### src/rtl/pcc_pkg.sv
package pcc_pkg;

    typedef enum logic [2:0] {
        ST_IDLE,
        ST_SETUP,
        ST_STROBE,
        ST_HOLD,
        ST_NEXT,
        ST_DONE
    } pcc_state_e;

    // mode field value that selects the I/O card interface
    localparam logic [1:0] MODE_IO = 2'b01;

    // clocks after enable assertion at which the high enable may drop
    localparam int unsigned CE2_SETTLE = 2;

endpackage

### src/rtl/pcc_cfg_sel.sv
module pcc_cfg_sel #(
    parameter int unsigned NSP   = 2,
    parameter int unsigned DLY_W = 4,
    localparam int unsigned SP_W = (NSP > 1) ? $clog2(NSP) : 1
) (
    input  logic [NSP-1:0][1:0]       mode,
    input  logic [NSP-1:0]            wide,
    input  logic [NSP-1:0][DLY_W-1:0] dly,
    input  logic [SP_W-1:0]           space,
    output logic                      sel_io,
    output logic                      sel_wide,
    output logic [DLY_W-1:0]          sel_dly
);
    import pcc_pkg::*;

    logic [NSP-1:0] is_io;

    // per-space decode of the interface mode
    for (genvar g = 0; g < NSP; g++) begin : g_space
        assign is_io[g] = (mode[g] == MODE_IO);
    end

    always_comb begin
        sel_io   = is_io[space];
        sel_wide = wide[space];
        sel_dly  = dly[space];
    end

endmodule

### src/rtl/pcc_negsamp.sv
module pcc_negsamp (
    input  logic clk,
    input  logic rst_n,
    input  logic early_set,
    input  logic samp_en,
    input  logic io_narrow,
    output logic early_q,
    output logic narrow_q
);
    // falling-edge registers give the half-clock resolution
    always_ff @(negedge clk or negedge rst_n) begin
        if (!rst_n) begin
            early_q  <= 1'b0;
            narrow_q <= 1'b0;
        end else begin
            early_q <= early_set;
            if (samp_en) begin
                narrow_q <= io_narrow;
            end
        end
    end

endmodule

### src/rtl/pcc_seq.sv
module pcc_seq #(
    parameter int unsigned AW      = 16,
    parameter int unsigned DLY_W   = 4,
    parameter int unsigned STB_CYC = 2,
    localparam int unsigned STB_W  = $clog2(STB_CYC + 1)
) (
    input  logic             clk,
    input  logic             rst_n,
    input  logic             req_valid,
    input  logic             req_word,
    input  logic             req_write,
    input  logic [AW-1:0]    req_addr,
    input  logic [15:0]      req_wdata,
    input  logic             sel_io,
    input  logic             sel_wide,
    input  logic             sel_little,
    input  logic [DLY_W-1:0] sel_dly,
    input  logic [15:0]      card_din,
    input  logic             early_q,
    input  logic             narrow_q,
    output logic             early_set,
    output logic             samp_en,
    output logic             ce1_n,
    output logic             ce2_n,
    output logic             iord_n,
    output logic             iowr_n,
    output logic             memrd_n,
    output logic             memwr_n,
    output logic [AW-1:0]    card_addr,
    output logic [15:0]      card_dout,
    output logic             card_doe,
    output logic [15:0]      rd_data,
    output logic             done
);
    import pcc_pkg::*;

    pcc_state_e        state, nxt;
    logic              part;
    logic [DLY_W-1:0]  cnt, lat_setup;
    logic              lat_odd;
    logic [STB_W-1:0]  scnt;
    logic [1:0]        age;
    logic [AW-1:0]     lat_addr;
    logic [15:0]       lat_wdata, rd_q;
    logic              lat_word, lat_write, lat_io, lat_w16, lat_dyn;
    logic              split_now, ce_on, stb_on, ce2_on;
    logic [DLY_W-1:0]  req_setup;

    // whole clocks of setup: ceil(d/2)
    function automatic logic [DLY_W-1:0] setup_of(input logic [DLY_W-1:0] d);
        return (d >> 1) + {{(DLY_W-1){1'b0}}, d[0]};
    endfunction

    assign req_setup = setup_of(sel_dly);
    assign split_now = !part && lat_dyn && narrow_q;

    always_comb begin
        nxt = state;
        unique case (state)
            ST_IDLE:   if (req_valid) nxt = (req_setup == '0) ? ST_STROBE : ST_SETUP;
            ST_SETUP:  if (cnt == DLY_W'(1)) nxt = ST_STROBE;
            ST_STROBE: if (scnt == '0) nxt = ST_HOLD;
            ST_HOLD:   nxt = split_now ? ST_NEXT : ST_DONE;
            ST_NEXT:   nxt = (lat_setup == '0) ? ST_STROBE : ST_SETUP;
            ST_DONE:   nxt = ST_IDLE;
            default:   nxt = ST_IDLE;
        endcase
    end

    always_ff @(posedge clk or negedge rst_n) begin
        if (!rst_n) begin
            state     <= ST_IDLE;
            part      <= 1'b0;
            cnt       <= '0;
            lat_setup <= '0;
            lat_odd   <= 1'b0;
            scnt      <= '0;
            age       <= '0;
            lat_addr  <= '0;
            lat_wdata <= '0;
            lat_word  <= 1'b0;
            lat_write <= 1'b0;
            lat_io    <= 1'b0;
            lat_w16   <= 1'b0;
            lat_dyn   <= 1'b0;
            rd_q      <= '0;
        end else begin
            state <= nxt;
            unique case (state)
                ST_IDLE: begin
                    if (req_valid) begin
                        part      <= 1'b0;
                        cnt       <= req_setup;
                        lat_setup <= req_setup;
                        lat_odd   <= sel_dly[0];
                        scnt      <= STB_W'(STB_CYC - 1);
                        age       <= '0;
                        lat_addr  <= req_addr;
                        lat_wdata <= req_wdata;
                        lat_word  <= req_word;
                        lat_write <= req_write;
                        lat_io    <= sel_io;
                        lat_w16   <= sel_wide && req_word;
                        lat_dyn   <= sel_io && sel_wide && sel_little && req_word;
                    end
                end
                ST_SETUP: begin
                    cnt <= cnt - DLY_W'(1);
                    if (age != 2'd3) age <= age + 2'd1;
                end
                ST_STROBE: begin
                    scnt <= scnt - STB_W'(1);
                    if (age != 2'd3) age <= age + 2'd1;
                    if (scnt == '0) begin
                        if (part)         rd_q[15:8] <= card_din[7:0];
                        else if (lat_w16) rd_q       <= card_din;
                        else              rd_q       <= {8'h00, card_din[7:0]};
                    end
                end
                ST_HOLD: begin
                    if (age != 2'd3) age <= age + 2'd1;
                end
                ST_NEXT: begin
                    part <= 1'b1;
                    cnt  <= lat_setup;
                    scnt <= STB_W'(STB_CYC - 1);
                    age  <= '0;
                end
                ST_DONE: begin
                    part <= 1'b0;
                end
                default: ;
            endcase
        end
    end

    // output decode
    always_comb begin
        ce_on  = (state == ST_SETUP) || (state == ST_STROBE) || (state == ST_HOLD);
        stb_on = (state == ST_STROBE) || early_q;
        ce2_on = ce_on && !part && lat_w16 &&
                 ((age < 2'(CE2_SETTLE)) || !(lat_dyn && narrow_q));
        ce1_n    = !ce_on;
        ce2_n    = !ce2_on;
        iord_n   = !(stb_on && lat_io && !lat_write);
        iowr_n   = !(stb_on && lat_io && lat_write);
        memrd_n  = !(stb_on && !lat_io && !lat_write);
        memwr_n  = !(stb_on && !lat_io && lat_write);
        card_doe = ce_on && lat_write;
        if (part)          card_addr = {lat_addr[AW-1:1], 1'b1};
        else if (lat_word) card_addr = {lat_addr[AW-1:1], 1'b0};
        else               card_addr = lat_addr;
        card_dout = part ? {lat_wdata[15:8], lat_wdata[15:8]} : lat_wdata;
        rd_data   = rd_q;
        done      = (state == ST_DONE);
        early_set = (state == ST_SETUP) && (cnt == DLY_W'(1)) && lat_odd;
        samp_en   = ce_on && ((age == 2'd0) || (state == ST_SETUP));
    end

    assert_done_single_R10: assert property (@(posedge clk) disable iff (!rst_n)
        done |=> !done);

    assert_split_only_dyn_R8: assert property (@(posedge clk) disable iff (!rst_n)
        (state == ST_NEXT) |-> lat_dyn);

    assert_second_no_ce2_R7: assert property (@(posedge clk) disable iff (!rst_n)
        part |-> ce2_n);

endmodule

### src/rtl/pcc_io_ctrl.sv
module pcc_io_ctrl #(
    parameter int unsigned AW      = 16,
    parameter int unsigned DLY_W   = 4,
    parameter int unsigned STB_CYC = 2
) (
    input  logic             clk,
    input  logic             rst_n,
    input  logic [1:0]       cfg_mode0,
    input  logic [1:0]       cfg_mode1,
    input  logic             cfg_wide0,
    input  logic             cfg_wide1,
    input  logic [DLY_W-1:0] cfg_dly0,
    input  logic [DLY_W-1:0] cfg_dly1,
    input  logic             cfg_little,
    input  logic             req_valid,
    input  logic             req_space,
    input  logic             req_word,
    input  logic             req_write,
    input  logic [AW-1:0]    req_addr,
    input  logic [15:0]      req_wdata,
    input  logic             io_narrow,
    input  logic [15:0]      card_din,
    output logic             ce1_n,
    output logic             ce2_n,
    output logic             iord_n,
    output logic             iowr_n,
    output logic             memrd_n,
    output logic             memwr_n,
    output logic [AW-1:0]    card_addr,
    output logic [15:0]      card_dout,
    output logic             card_doe,
    output logic [15:0]      rd_data,
    output logic             done
);
    logic             sel_io, sel_wide;
    logic [DLY_W-1:0] sel_dly;
    logic             early_set, samp_en, early_q, narrow_q;

    pcc_cfg_sel #(.NSP(2), .DLY_W(DLY_W)) u_cfg (
        .mode     ({cfg_mode1, cfg_mode0}),
        .wide     ({cfg_wide1, cfg_wide0}),
        .dly      ({cfg_dly1, cfg_dly0}),
        .space    (req_space),
        .sel_io   (sel_io),
        .sel_wide (sel_wide),
        .sel_dly  (sel_dly)
    );

    pcc_negsamp u_neg (
        .clk       (clk),
        .rst_n     (rst_n),
        .early_set (early_set),
        .samp_en   (samp_en),
        .io_narrow (io_narrow),
        .early_q   (early_q),
        .narrow_q  (narrow_q)
    );

    pcc_seq #(.AW(AW), .DLY_W(DLY_W), .STB_CYC(STB_CYC)) u_seq (
        .clk        (clk),
        .rst_n      (rst_n),
        .req_valid  (req_valid),
        .req_word   (req_word),
        .req_write  (req_write),
        .req_addr   (req_addr),
        .req_wdata  (req_wdata),
        .sel_io     (sel_io),
        .sel_wide   (sel_wide),
        .sel_little (cfg_little),
        .sel_dly    (sel_dly),
        .card_din   (card_din),
        .early_q    (early_q),
        .narrow_q   (narrow_q),
        .early_set  (early_set),
        .samp_en    (samp_en),
        .ce1_n      (ce1_n),
        .ce2_n      (ce2_n),
        .iord_n     (iord_n),
        .iowr_n     (iowr_n),
        .memrd_n    (memrd_n),
        .memwr_n    (memwr_n),
        .card_addr  (card_addr),
        .card_dout  (card_dout),
        .card_doe   (card_doe),
        .rd_data    (rd_data),
        .done       (done)
    );

    logic stb_n_all;
    assign stb_n_all = iord_n && iowr_n && memrd_n && memwr_n;

    assert_strobe_in_ce_R4: assert property (@(posedge clk) disable iff (!rst_n)
        !stb_n_all |-> !ce1_n);

    assert_strobe_release_R4: assert property (@(posedge clk) disable iff (!rst_n)
        $rose(stb_n_all) |-> !ce1_n);

    assert_one_strobe_R2: assert property (@(posedge clk) disable iff (!rst_n)
        $onehot0({!iord_n, !iowr_n, !memrd_n, !memwr_n}));

    assert_ce2_with_ce1_R7: assert property (@(posedge clk) disable iff (!rst_n)
        !ce2_n |-> !ce1_n);

    assert_done_idle_bus_R10: assert property (@(posedge clk) disable iff (!rst_n)
        done |-> (ce1_n && stb_n_all));

    always_comb begin
        if (!rst_n) begin
            assert_reset_quiet_R1: assert (ce1_n && ce2_n && stb_n_all && !card_doe && !done);
        end
    end

endmodule

### config.mk
export PLATFORM = sky130hd
export DESIGN_NAME = pcc_io_ctrl
export DESIGN_NICKNAME = d
export VERILOG_FILES = /design/src/rtl/pcc_pkg.sv /design/src/rtl/pcc_cfg_sel.sv /design/src/rtl/pcc_negsamp.sv /design/src/rtl/pcc_seq.sv /design/src/rtl/pcc_io_ctrl.sv
export SDC_FILE = /design/constraint.sdc
export NUM_CORES = 1
export LEC_CHECK = 0
export BUFFER_PORTS_ARGS = -buffer_cell sky130_fd_sc_hd__buf_2
export CORE_ASPECT_RATIO = 0.9
export CORE_MARGIN = 2
export CORE_UTILIZATION = 42
export DETAILED_ROUTE_END_ITERATION = 8
export PLACE_DENSITY = 0.69
export SYNTH_ARGS = -nofsm -noshare
export SYNTH_HDL_FRONTEND = slang
export SYNTH_HIERARCHICAL = 1
export SYNTH_SLANG_ARGS = --single-unit
### constraint.sdc
create_clock -name clk -period 4.5 [get_ports clk]
set_clock_uncertainty 0.1 [all_clocks]
set_input_delay 0.225 -clock clk [delete_from_list [all_inputs] [get_ports clk]]
set_output_delay 0.225 -clock clk [all_outputs]
set_load 0.01 [all_outputs]
# --- Yosys cells after proc, flatten, opt, wreduce, memory -nomap -nowiden ---
# Cells that the tools add are included.
word_totals:
  regBits: 72
  latchBits: 0
  ramBits: 0
  romBits: 0
  in_bits: 70
  output_inout_bits: 56
  n_memories: 0
op_classes:
  n_addsub: 4
  mul: 0
  n_div: 0
  order_cmp: 2
  n_eq_ne: 13
  shifts: 0
  n_mux: 27
  bitwise_logic: 1
  reduce_logical: 53
ops:
  columns: ["op", "n"]
  rows:
  - ["1-bit logical AND", 20]
  - ["16-bit two-way mux", 1]
  - ["8-bit two-way mux", 2]
  - ["3-bit case mux with 5 select lines", 1]
  - ["4-bit two-way mux", 3]
  - ["2-bit case mux with 3 select lines", 2]
  - ["4-bit case mux with 3 select lines", 1]
  - ["3-bit nonzero test", 4]
  - ["1-bit logical NOT", 10]
  - ["2-bit two-way mux", 5]
  - ["2-bit AND reduction", 5]
  - ["3-bit two-way mux", 3]
  - ["3-bit AND reduction", 3]
  - ["4-bit logical NOT", 2]
  - ["1-bit two-way mux", 8]
  - ["3-bit by 2-bit equality test with 1-bit output, second input constant", 2]
  - ["3-bit equality test, second input constant", 2]
  - ["2-bit inequality test, second input constant", 3]
  - ["1-bit logical OR", 5]
  - ["3-bit by 1-bit adder with 4-bit output", 1]
  - ["2-bit by 1-bit equality test with 1-bit output, second input constant", 2]
  - ["4-bit by 1-bit equality test with 1-bit output, second input constant", 1]
  - ["2-bit logical NOT", 2]
  - ["2-bit by 1-bit inequality test with 1-bit output, second input constant", 2]
  - ["other kinds (10)", 10]

# --- Longest topological paths before layout ---
# Gate-level depths: netlist of the first run.
logic_depth:
  ltp_word: 7
  mapped_depth: 8
  depth_no_buf: 7

# --- By module ---
# Netlist of the first run, hierarchy kept.
by_module_without_submodules:
  columns: ["module", "n_inst", "cells_each", "area_each_um2", "seq_area_each_um2"]
  rows:
  - ["pcc_seq", 1, 401, 3549.7, 1751.7]
  - ["pcc_cfg_sel", 1, 9, 110.1, 0.0]
  - ["pcc_negsamp", 1, 3, 65.1, 50.0]

==> reports/results.tsv, run 1 <==
stage	metric	value	unit
run_status	status	complete, no violations	
synth	register area share after synthesis	0.484	
critical_path	Worst Setup SP	u_neg/early_q	
layout	FF+latch area	1800	um2
pwr	P_int	0.00188	W
global_routing	largest net degree at the start of global routing	45	
clock_tree	Clock Tree Root	clkbuf_8	
critical_path	Slowest-stage cell, CP	or3b_2	
detailed_routing	first-pass detailed-route iteration total	4	
pwr	Max VDD drop	0.213	mV
synth	yosys warns	6	
timing	# setup viols final	0	
place	Post-DP HPWL	6490	um
floorplan	Row Count	32	
global_routing	gr usage total	0.202	
run	Max Cap Viol	0	
place	placed insts	617	
clock_tree	worst skew pair latency	0.33	ns
detailed_routing	vias per inst	4.86	
clock_tree	CTS clk-pin slew, worst paths	0.07	ns
layout	Fillers	784	
clock_tree	hold_buf cts	33	
detailed_routing	drt total wl	9550	um
detailed_routing	DR vias	3231	
synth	Synth Flop Type	dfrtp_1	
synth	Mean Syn Cell Area	9.02	um2
clock_tree	post-CTS resize count	0	
floorplan	Die Wd	103	um
floorplan	core box area	8610	um2
critical_path	CP Class	reg2out	
layout	multi-input logic area	1580	um2
layout	most frequent cells in the layout	129 x nand2_1, 125 x buf_2, 70 x dfrtp_1	
pwr	sw frac	0.390	
detailed_routing	Remaining DRCs	0	
layout	Diodes inserted	0	
place	Port Buf Inserts	125	
timing	Final Hold Vio Count	0	
layout	synthesis-to-layout area growth	29.4	%
timing	total negative slack	0	ns
pwr	leakage	2.51	nW
floorplan	Initial Utilization	0.433	
critical_path	CP Max Fanout	3	
critical_path	Startpoint Class	flip-flop	
detailed_routing	remaining antenna violation count	0	
layout	Non-Filler Instances	665	
detailed_routing	WL per Instance	14.4	um
synth	Cells after Synth	413	
global_routing	number of global-route vias before repair	3155	
floorplan	IO Count	126	
critical_path	critical path, cell by cell	nor2_1 -> or3b_2 -> buf_2	
pwr	combinational group share of total power	0.435	
synth	EDFF count, synth	0	
global_routing	initial antenna violation count	0	
place	gpl congestion	0.845	
pwr	Flop pwr share	0.371	
synth	syn_nets	490	
synth	Cell variety after synth	48	
timing	RSZ-0062 raised after global routing	no	
min_path	min-delay worst type	in2reg	
critical_path	WP data arrival	3.66	ns
layout	layout cells sized above 1	0.326	
timing	max_slew headroom	0.407	
floorplan	Die H	93.3	um
clock_tree	Clock Path Buffers	2	
critical_path	max incr delay on CP	0.44	ns
clock_tree	clock sink count	72	
layout	Total Nets Final	619	
critical_path	Critical Path End Type	output pin	
synth	#FFs+latches synth	72	
clock_tree	H-tree levels	3	
clock_tree	Num CTS Buffers	9	
floorplan	DIE AREA	9640	um2
timing	Worst Tran Pin Value	0.889	ns
detailed_routing	Iter 0 DRT Violations	162	
min_path	worst hold start	req_addr[0]	
layout	commonest non-fill, non-tap cell in the layout	nand2_1	
global_routing	Overflow after GRT	0	
pwr	power per cell area	640	nW/um2
synth	ys async rst share	1.00	
clock_tree	CTS tree	built	
pwr	Psw	0.00120	W
global_routing	first-pass GRT wire length	15100	um
synth	Mapped Area	3720	um2
timing	Final Slew Violations	0	
clock_tree	Post-CTS Setup Bufs	0	
critical_path	origin of the critical flop-to-flop path	u_seq/state[0]	
pwr	Clk network pwr share	0.194	
critical_path	Worst Path Required	4.18	ns
==> kinds of logic after synthesis <==
family / share of synthesized area
compound gates: 0.110
xor+xnor: 0.00235
fa+ha+maj: 0.0235
buf+inv: 0.0930
flops: 0.484
mux: 0.0752
simple gates: 0.212
==> Yosys cell counts, types with 2 or more instances <==
cell type | n | share of area
a31oi_1 | 2 | 0.0034
nor2b_1 | 2 | 0.0034
buf_4 | 24 | 0.048
nor3b_1 | 2 | 0.0040
o21ai_0 | 16 | 0.021
buf_2 | 15 | 0.020
dfrtp_1 | 70 | 0.47
nand2b_1 | 4 | 0.0067
a2bb2oi_1 | 2 | 0.0047
inv_1 | 14 | 0.014
mux2_2 | 16 | 0.048
clkbuf_1 | 5 | 0.0050
or3b_2 | 2 | 0.0047
nand4_1 | 2 | 0.0034
nand3_1 | 2 | 0.0027
or2_2 | 2 | 0.0034
nor3_1 | 7 | 0.0094
and3_1 | 3 | 0.0050
and2_1 | 3 | 0.0050
nand2_1 | 129 | 0.13
ha_1 | 7 | 0.024
a22oi_1 | 10 | 0.020
dfrtn_1 | 2 | 0.013
mux2_4 | 6 | 0.024
o22ai_1 | 4 | 0.0067
nor2_1 | 21 | 0.021
a221oi_1 | 2 | 0.0047
a21oi_1 | 19 | 0.026
==> sequential cells by signal, summed over array words and instances, names as in the netlist <==
name             count
u_seq/lat_addr      16
u_seq/lat_wdata     16
u_seq/rd_data       16
u_seq/cnt            4
u_seq/lat_setup      4
u_seq/state          3
u_seq/age            2
u_seq/scnt           2
u_neg/early_q        1
u_neg/narrow_q       1
u_seq/lat_dyn        1
u_seq/lat_io         1
u_seq/lat_odd        1
u_seq/lat_w16        1
u_seq/lat_word       1
u_seq/lat_write      1
u_seq/part           1
==> final cells by class <==
| cell class | instances | share of cell area |
|---|---|---|
| inverters | 14 | 0.0109 |
| clock inverters | 6 | 0.0226 |
| well taps | 119 | 0.0309 |
| multi-input cells | 280 | 0.327 |
| flip-flops and latches | 72 | 0.374 |
| clock buffers | 9 | 0.0257 |
| repair buffers | 165 | 0.209 |
==> critical path: cells and delay by family (launching register included) <==
| kind | cells | cell delay (ns) |
|---|---|---|
| simple gates | 2 | 0.51 |
| flops | 1 | 0.42 |
| buf+inv | 1 | 0.15 |
==> through the flow <==
step,instance area (um2),util,total power (W),hold WS [ns],setup WS [ns]
after floorplan,3720,-,0.00211,-0.171,0.535
after global placement,4260,0.495,0.00242,0.174,0.806
after detailed placement,4260,0.495,0.00247,0.183,0.773
after CTS,4820,0.560,0.00310,0.00617,0.507
after global routing,4820,0.560,0.00333,0.0238,0.473
final,4820,0.560,0.00309,0.0115,0.518
==> power groups by stage <==
stage	Sequential [W]	Combinational, W	Clock [W]
floorplan	0.00112	0.000991	0
global placement	0.00114	0.00127	0
detailed placement	0.00115	0.00132	0
CTS	0.00114	0.00134	0.000617
global route	0.00118	0.00151	0.000647
finish	0.00114	0.00134	0.000599
==> metal layers <==
metal	track usage	vias up	wire length (um)	part of all wire
met2	0.330	127	4420	0.46
li1	-	1604	-	-
met5	0	-	0	0
met4	0.0504	0	90	0.0094
met1	0.267	1491	4470	0.47
met3	0.0516	9	571	0.060
==> final timing paths <==
kind	end	slack, ns	cells past startpoint
worst max-delay path	memwr_n	0.52	3
worst min-delay path	u_seq/lat_addr[0]	0.01	3
worst max register to register	u_neg/narrow_q	0.75	4
worst min register to register	u_seq/lat_addr[8]	0.37	2
max in group asynchronous	u_neg/early_q	1.47	3
min in group asynchronous	u_seq/cnt[0]	0.35	3
(Power assumes the default switching activity.)
==> run 2, diff against run 1 <==
==> constraint.sdc (replaced) <==
create_clock -name clk -period 4.6 [get_ports clk]
set_clock_uncertainty 0.1 [all_clocks]
set_input_delay 0.23 -clock clk [delete_from_list [all_inputs] [get_ports clk]]
set_output_delay 0.23 -clock clk [all_outputs]
set_load 0.01 [all_outputs]
==> reports/results.tsv, run 2 (synthesis gave the netlist of run 1 again) <==
stage	metric	value	unit	change
run_status	status	complete, no violations		
clock_tree	Num CTS Buffers	9		unchanged
timing	total negative slack	0	ns	unchanged
layout	synthesis-to-layout area growth	29.1	%	
critical_path	Critical Path Stages	3		unchanged
min_path	min-delay worst type	in2reg		
critical_path	Worst Path Required	4.27	ns	+0.09 ns
floorplan	Row Count	32		unchanged
place	Port Buf Inserts	125		unchanged
clock_tree	Clock Path Buffers	2		unchanged
place	gpl congestion	0.835		-1.2%
critical_path	Critical Path End Type	output pin		
detailed_routing	Remaining DRCs	0		unchanged
place	Post-DP HPWL	6530	um	+0.62%
critical_path	Worst Setup SP	u_neg/early_q		
floorplan	Die H	93.3	um	unchanged
critical_path	origin of the critical flop-to-flop path	u_seq/state[0]		
clock_tree	CTS tree	built		
critical_path	r2r endpoint	u_neg/narrow_q		
detailed_routing	remaining antenna violation count	0		unchanged
global_routing	gr usage total	0.208		+0.00618
global_routing	largest net degree at the start of global routing	45		unchanged
floorplan	DIE AREA	9640	um2	unchanged
critical_path	CP bufs+invs	1		unchanged
critical_path	CP Max Fanout	3		unchanged
layout	most frequent cells in the layout	129 x nand2_1, 125 x buf_2, 70 x dfrtp_1		
timing	Final Hold Vio Count	0		unchanged
floorplan	Initial Utilization	0.433		unchanged
clock_tree	post-CTS resize count	0		unchanged
detailed_routing	Iter 0 DRT Violations	146		-9.9%
layout	Non-Filler Instances	665		unchanged
layout	layout cells sized above 1	0.326		unchanged
clock_tree	CTS clk-pin slew, worst paths	0.07	ns	about the same
timing	RSZ-0062 raised after global routing	no		
pwr	power per cell area	618	nW/um2	-3.4%
layout	Total Nets Final	619		unchanged
critical_path	WP data arrival	3.70	ns	+0.04 ns
clock_tree	hold_buf cts	33		unchanged
pwr	Max VDD drop	0.214	mV	+0.87%
place	placed insts	617		unchanged
detailed_routing	vias per inst	4.91		+1.1%
floorplan	IO Count	126		unchanged
run	Max Cap Viol	0		unchanged
timing	max_slew headroom	0.404		-0.00338
layout	commonest non-fill, non-tap cell in the layout	nand2_1		
clock_tree	worst skew pair latency	0.33	ns	about the same
timing	Worst Tran Pin Value	0.894	ns	+0.00506 ns
global_routing	initial antenna violation count	0		unchanged
critical_path	Startpoint Class	flip-flop		
critical_path	CP delay by family, top	simple AND/OR/NAND/NOR gates		
clock_tree	Clock Tree Root	clkbuf_8		
clock_tree	clock sink count	72		unchanged
detailed_routing	first-pass detailed-route iteration total	4		unchanged
timing	# setup viols final	0		unchanged
critical_path	R2R Setup Slk	0.79	ns	+0.04 ns
floorplan	Die Wd	103	um	unchanged
critical_path	CP Capture Point	memwr_n		
critical_path	FF-to-FF path depth	4		unchanged
clock_tree	H-tree levels	3		unchanged
clock_tree	Post-CTS Setup Bufs	0		unchanged
critical_path	Slowest-stage cell, CP	or3b_2		
floorplan	core box area	8610	um2	unchanged
global_routing	first-pass GRT wire length	15400	um	+2.1%
detailed_routing	drt total wl	9710	um	+1.6%
timing	Final Slew Violations	0		unchanged
detailed_routing	WL per Instance	14.6	um	+1.6%
detailed_routing	DR vias	3266		+1.1%
layout	Diodes inserted	0		unchanged
critical_path	max incr delay on CP	0.45	ns	about the same
critical_path	CP Class	reg2out		
critical_path	critical path, cell by cell	nor2_1 -> or3b_2 -> buf_2		
global_routing	Overflow after GRT	0		unchanged
pwr	leakage	2.50	nW	-0.43%
global_routing	number of global-route vias before repair	3167		+0.38%
## run 2: cell types whose count changed in the layout (fill, tap and decap cells not counted)
cell / previous run / this run
clkbuf_8: 9 / 10
clkinvlp_4: 0 / 1
bufinv_16: 3 / 2
clkinv_2: 2 / 1
## run 2: cell type report
type                            instances  area, um2
Fill cell                             775       3800
Sequential cell                        72       1800
Multi-Input combinational cell        280       1580
Timing Repair Buffer                  165       1010
Tap cell                              119        149
Clock buffer                           10        138
Clock inverter                          5       81.3
Inverter                               14       52.6
## run 2: worst min-delay path by stage
stage,from,endpoint,slack [ns],cells after the start
floorplan,rst_n,u_seq/age[0],-0.17,0
global placement,rst_n,u_seq/cnt[0],-0.04,1
detailed placement,rst_n,u_seq/cnt[0],-0.04,1
CTS,req_addr[0],u_seq/lat_addr[0],0.002,3
global route,card_din[6],u_seq/rd_data[6],0.03,2
finish,req_addr[0],u_seq/lat_addr[0],0.03,3
## run 2: tightest hold or removal path: cells and delay by family
family	cells	cell delay, ns
buffers and inverters	1	0.09
AO/OA/AOI/OAI	1	0.06
AND/OR/NAND/NOR	1	0.04
## run 2: report_power, final
part           switching [W]  internal, W
Sequential          0.000208     0.000916
Clock               0.000229     0.000317
Combinational       0.000733     0.000567
## run 2: stage by stage
stage / total power, W / setup WS, ns / utilization / hold WS, ns / area (um2)
6_report: 0.00297 / 0.571 / 0.558 / 0.0299 / 4810
5_1_grt: 0.00322 / 0.486 / 0.558 / 0.0257 / 4810
4_1_cts: 0.00299 / 0.557 / 0.558 / 0.00197 / 4810
3_5_place_dp: 0.00241 / 0.824 / 0.495 / -0.0365 / 4260
3_3_place_gp: 0.00237 / 0.853 / 0.495 / -0.0362 / 4260
2_1_floorplan: 0.00207 / 0.585 / - / -0.166 / 3720
## run 2: metal layers
layer / wire [um] / up-vias / track usage
li1: - / 1602 / -
met1: 4380 / 1522 / 0.274
met2: 4690 / 130 / 0.344
met3: 517 / 12 / 0.0419
met4: 112 / 0 / 0.0636
met5: 0 / - / 0
==> run 3, diff against run 2 <==
--- a/config.mk
+++ b/config.mk
@@ -10,6 +10,7 @@
 export CORE_MARGIN = 2
 export CORE_UTILIZATION = 42
 export DETAILED_ROUTE_END_ITERATION = 8
+export GPL_TIMING_DRIVEN = 0
 export PLACE_DENSITY = 0.69
 export SYNTH_ARGS = -nofsm -noshare
 export SYNTH_HDL_FRONTEND = slang
==> reports/results.tsv, run 3 (synthesis gave the netlist of run 1 again) <==
stage	metric	value	unit	change
run_status	status	complete, no violations		
layout	synthesis-to-layout area growth	36.0	%	
global_routing	initial antenna violation count	0		unchanged
detailed_routing	remaining antenna violation count	0		unchanged
layout	commonest non-fill, non-tap cell in the layout	buf_2		
timing	Final Hold Vio Count	0		unchanged
timing	total negative slack	0	ns	unchanged
detailed_routing	Remaining DRCs	0		unchanged
critical_path	CP bufs+invs	3		+2
clock_tree	Clock Tree Root	clkbuf_8		
pwr	Max VDD drop	0.222	mV	+3.5%
clock_tree	worst skew pair latency	0.34	ns	about the same
critical_path	Critical Path End Type	flip-flop		
detailed_routing	first-pass detailed-route iteration total	4		unchanged
critical_path	Startpoint Class	flip-flop		
min_path	min-delay worst type	in2reg		
floorplan	Row Count	32		unchanged
detailed_routing	DR vias	3423		+4.8%
critical_path	CP delay by family, top	buffers and inverters		
clock_tree	Post-CTS Setup Bufs	0		unchanged
place	placed insts	657		+6.5%
clock_tree	CTS tree	built		
floorplan	Die Wd	103	um	unchanged
critical_path	CP Class	reg2reg		
run	Max Cap Viol	0		unchanged
timing	max_slew headroom	0.659		+0.256
critical_path	WP data arrival	1.96	ns	-1.74 ns
critical_path	critical path, cell by cell	buf_2 -> inv_1 -> clkbuf_1 -> nand2_1 -> a21oi_1 -> mux2_4		
layout	layout cells sized above 1	0.363		+0.0375
floorplan	Initial Utilization	0.433		unchanged
layout	Non-Filler Instances	705		+6.0%
critical_path	CP Max Fanout	10		+7
clock_tree	Num CTS Buffers	9		unchanged
clock_tree	H-tree levels	3		unchanged
pwr	power per cell area	624	nW/um2	+0.97%
layout	most frequent cells in the layout	138 x buf_2, 129 x nand2_1, 70 x dfrtp_1		
place	Port Buf Inserts	124		-0.80%
detailed_routing	drt total wl	10200	um	+5.2%
place	gpl congestion	0.889		+6.5%
layout	Total Nets Final	658		+6.3%
layout	Diodes inserted	0		unchanged
global_routing	largest net degree at the start of global routing	41		-8.9%
clock_tree	clock sink count	72		unchanged
floorplan	IO Count	126		unchanged
timing	RSZ-0062 raised after global routing	no		
global_routing	number of global-route vias before repair	3560		+12%
detailed_routing	vias per inst	4.86		-1.1%
timing	Final Slew Violations	0		unchanged
detailed_routing	WL per Instance	14.5	um	-0.78%
floorplan	Die H	93.3	um	unchanged
clock_tree	Clock Path Buffers	2		unchanged
global_routing	gr usage total	0.220		+0.0126
timing	# setup viols final	0		unchanged
pwr	leakage	2.67	nW	+7.1%
floorplan	DIE AREA	9640	um2	unchanged
detailed_routing	Iter 0 DRT Violations	120		-18%
timing	Worst Tran Pin Value	0.511	ns	-0.382 ns
floorplan	core box area	8610	um2	unchanged
place	Post-DP HPWL	7320	um	+12%
critical_path	Slowest-stage cell, CP	dfrtp_1		
clock_tree	CTS clk-pin slew, worst paths	0.07	ns	about the same
layout	Fillers	772		-0.39%
global_routing	Overflow after GRT	0		unchanged
critical_path	max incr delay on CP	0.39	ns	-0.06 ns
pwr	Pwr Total	0.00316	W	+6.4%
global_routing	first-pass GRT wire length	16400	um	+6.7%
layout	Util after Layout	0.588		+0.0299
critical_path	Worst Path Required	2.37	ns	-1.90 ns
[run 3: cell count changes in the layout (fill, tap and decap cells not counted)]
cell | before | now
clkbuf_1 | 0 | 5
buf_2 | 125 | 138
clkbuf_2 | 0 | 1
buf_12 | 0 | 1
buf_6 | 0 | 1
dlygate4sd3_1 | 33 | 32
buf_1 | 0 | 1
inv_6 | 0 | 1
buf_4 | 7 | 25
[run 3: cell type report]
type | count | area (um2) | area share
Sequential cell | 72 | 1800 | 0.356
Multi-Input combinational cell | 280 | 1580 | 0.311
Timing Repair Buffer | 157 | 963 | 0.190
Buffer | 47 | 294 | 0.0581
Tap cell | 119 | 149 | 0.0294
Clock buffer | 10 | 138 | 0.0272
Clock inverter | 6 | 90.1 | 0.0178
Inverter | 14 | 52.6 | 0.0104
[run 3: worst paths after layout]
check | start | endpoint | slack [ns] | cells past startpoint
setup / recovery | u_seq/state[2] | u_neg/narrow_q | 0.41 | 6
hold / removal | req_wdata[14] | u_seq/lat_wdata[14] | 0.009 | 3
setup reg to reg | u_seq/state[2] | u_neg/narrow_q | 0.41 | 6
hold reg to reg | u_seq/lat_wdata[5] | u_seq/lat_wdata[5] | 0.37 | 2
max in group asynchronous | rst_n | u_neg/early_q | 1.35 | 3
min in group asynchronous | rst_n | u_seq/cnt[3] | 0.27 | 2
[run 3: layer usage]
metal  global-route usage  wire (um)  up-vias  share of wire
met4               0.0702        146        0          0.014
li1                     -          -     1684              -
met1                0.282       4520     1602           0.44
met2                0.374       5000      125           0.49
met3               0.0433        542       12          0.053
met5                    0          0        -              0
[run 3: timing repair]
action	in CTS	in global routing
setup endpoints to repair	0	0
hold buffers	32	0
resized for setup	0	0
hold endpoints to repair	62	0
[run 3: tightest hold or removal path, delay by kind of cell]
| kind | cells | cell delay, ns |
|---|---|---|
| buffers and inverters | 1 | 0.08 |
| AND/OR/NAND/NOR | 2 | 0.11 |
[run 3: metrics by stage]
stage	hold slack (ns)	setup slack, ns	area (um2)
floorplan	-0.166	0.585	3720
global placement	0.321	0.441	4490
detailed placement	0.111	0.428	4520
CTS	0.00157	0.409	5060
global route	0.0163	0.245	5060
finish	0.00857	0.413	5060
[run 3: power breakdown]
part | leakage [nW] | switching, W | internal [W]
registers | 0.891 | 0.000186 | 0.000917
logic | 1.67 | 0.000800 | 0.000692
clock network | 0.113 | 0.000243 | 0.000322
total | 2.67 | 0.00123 | 0.00193
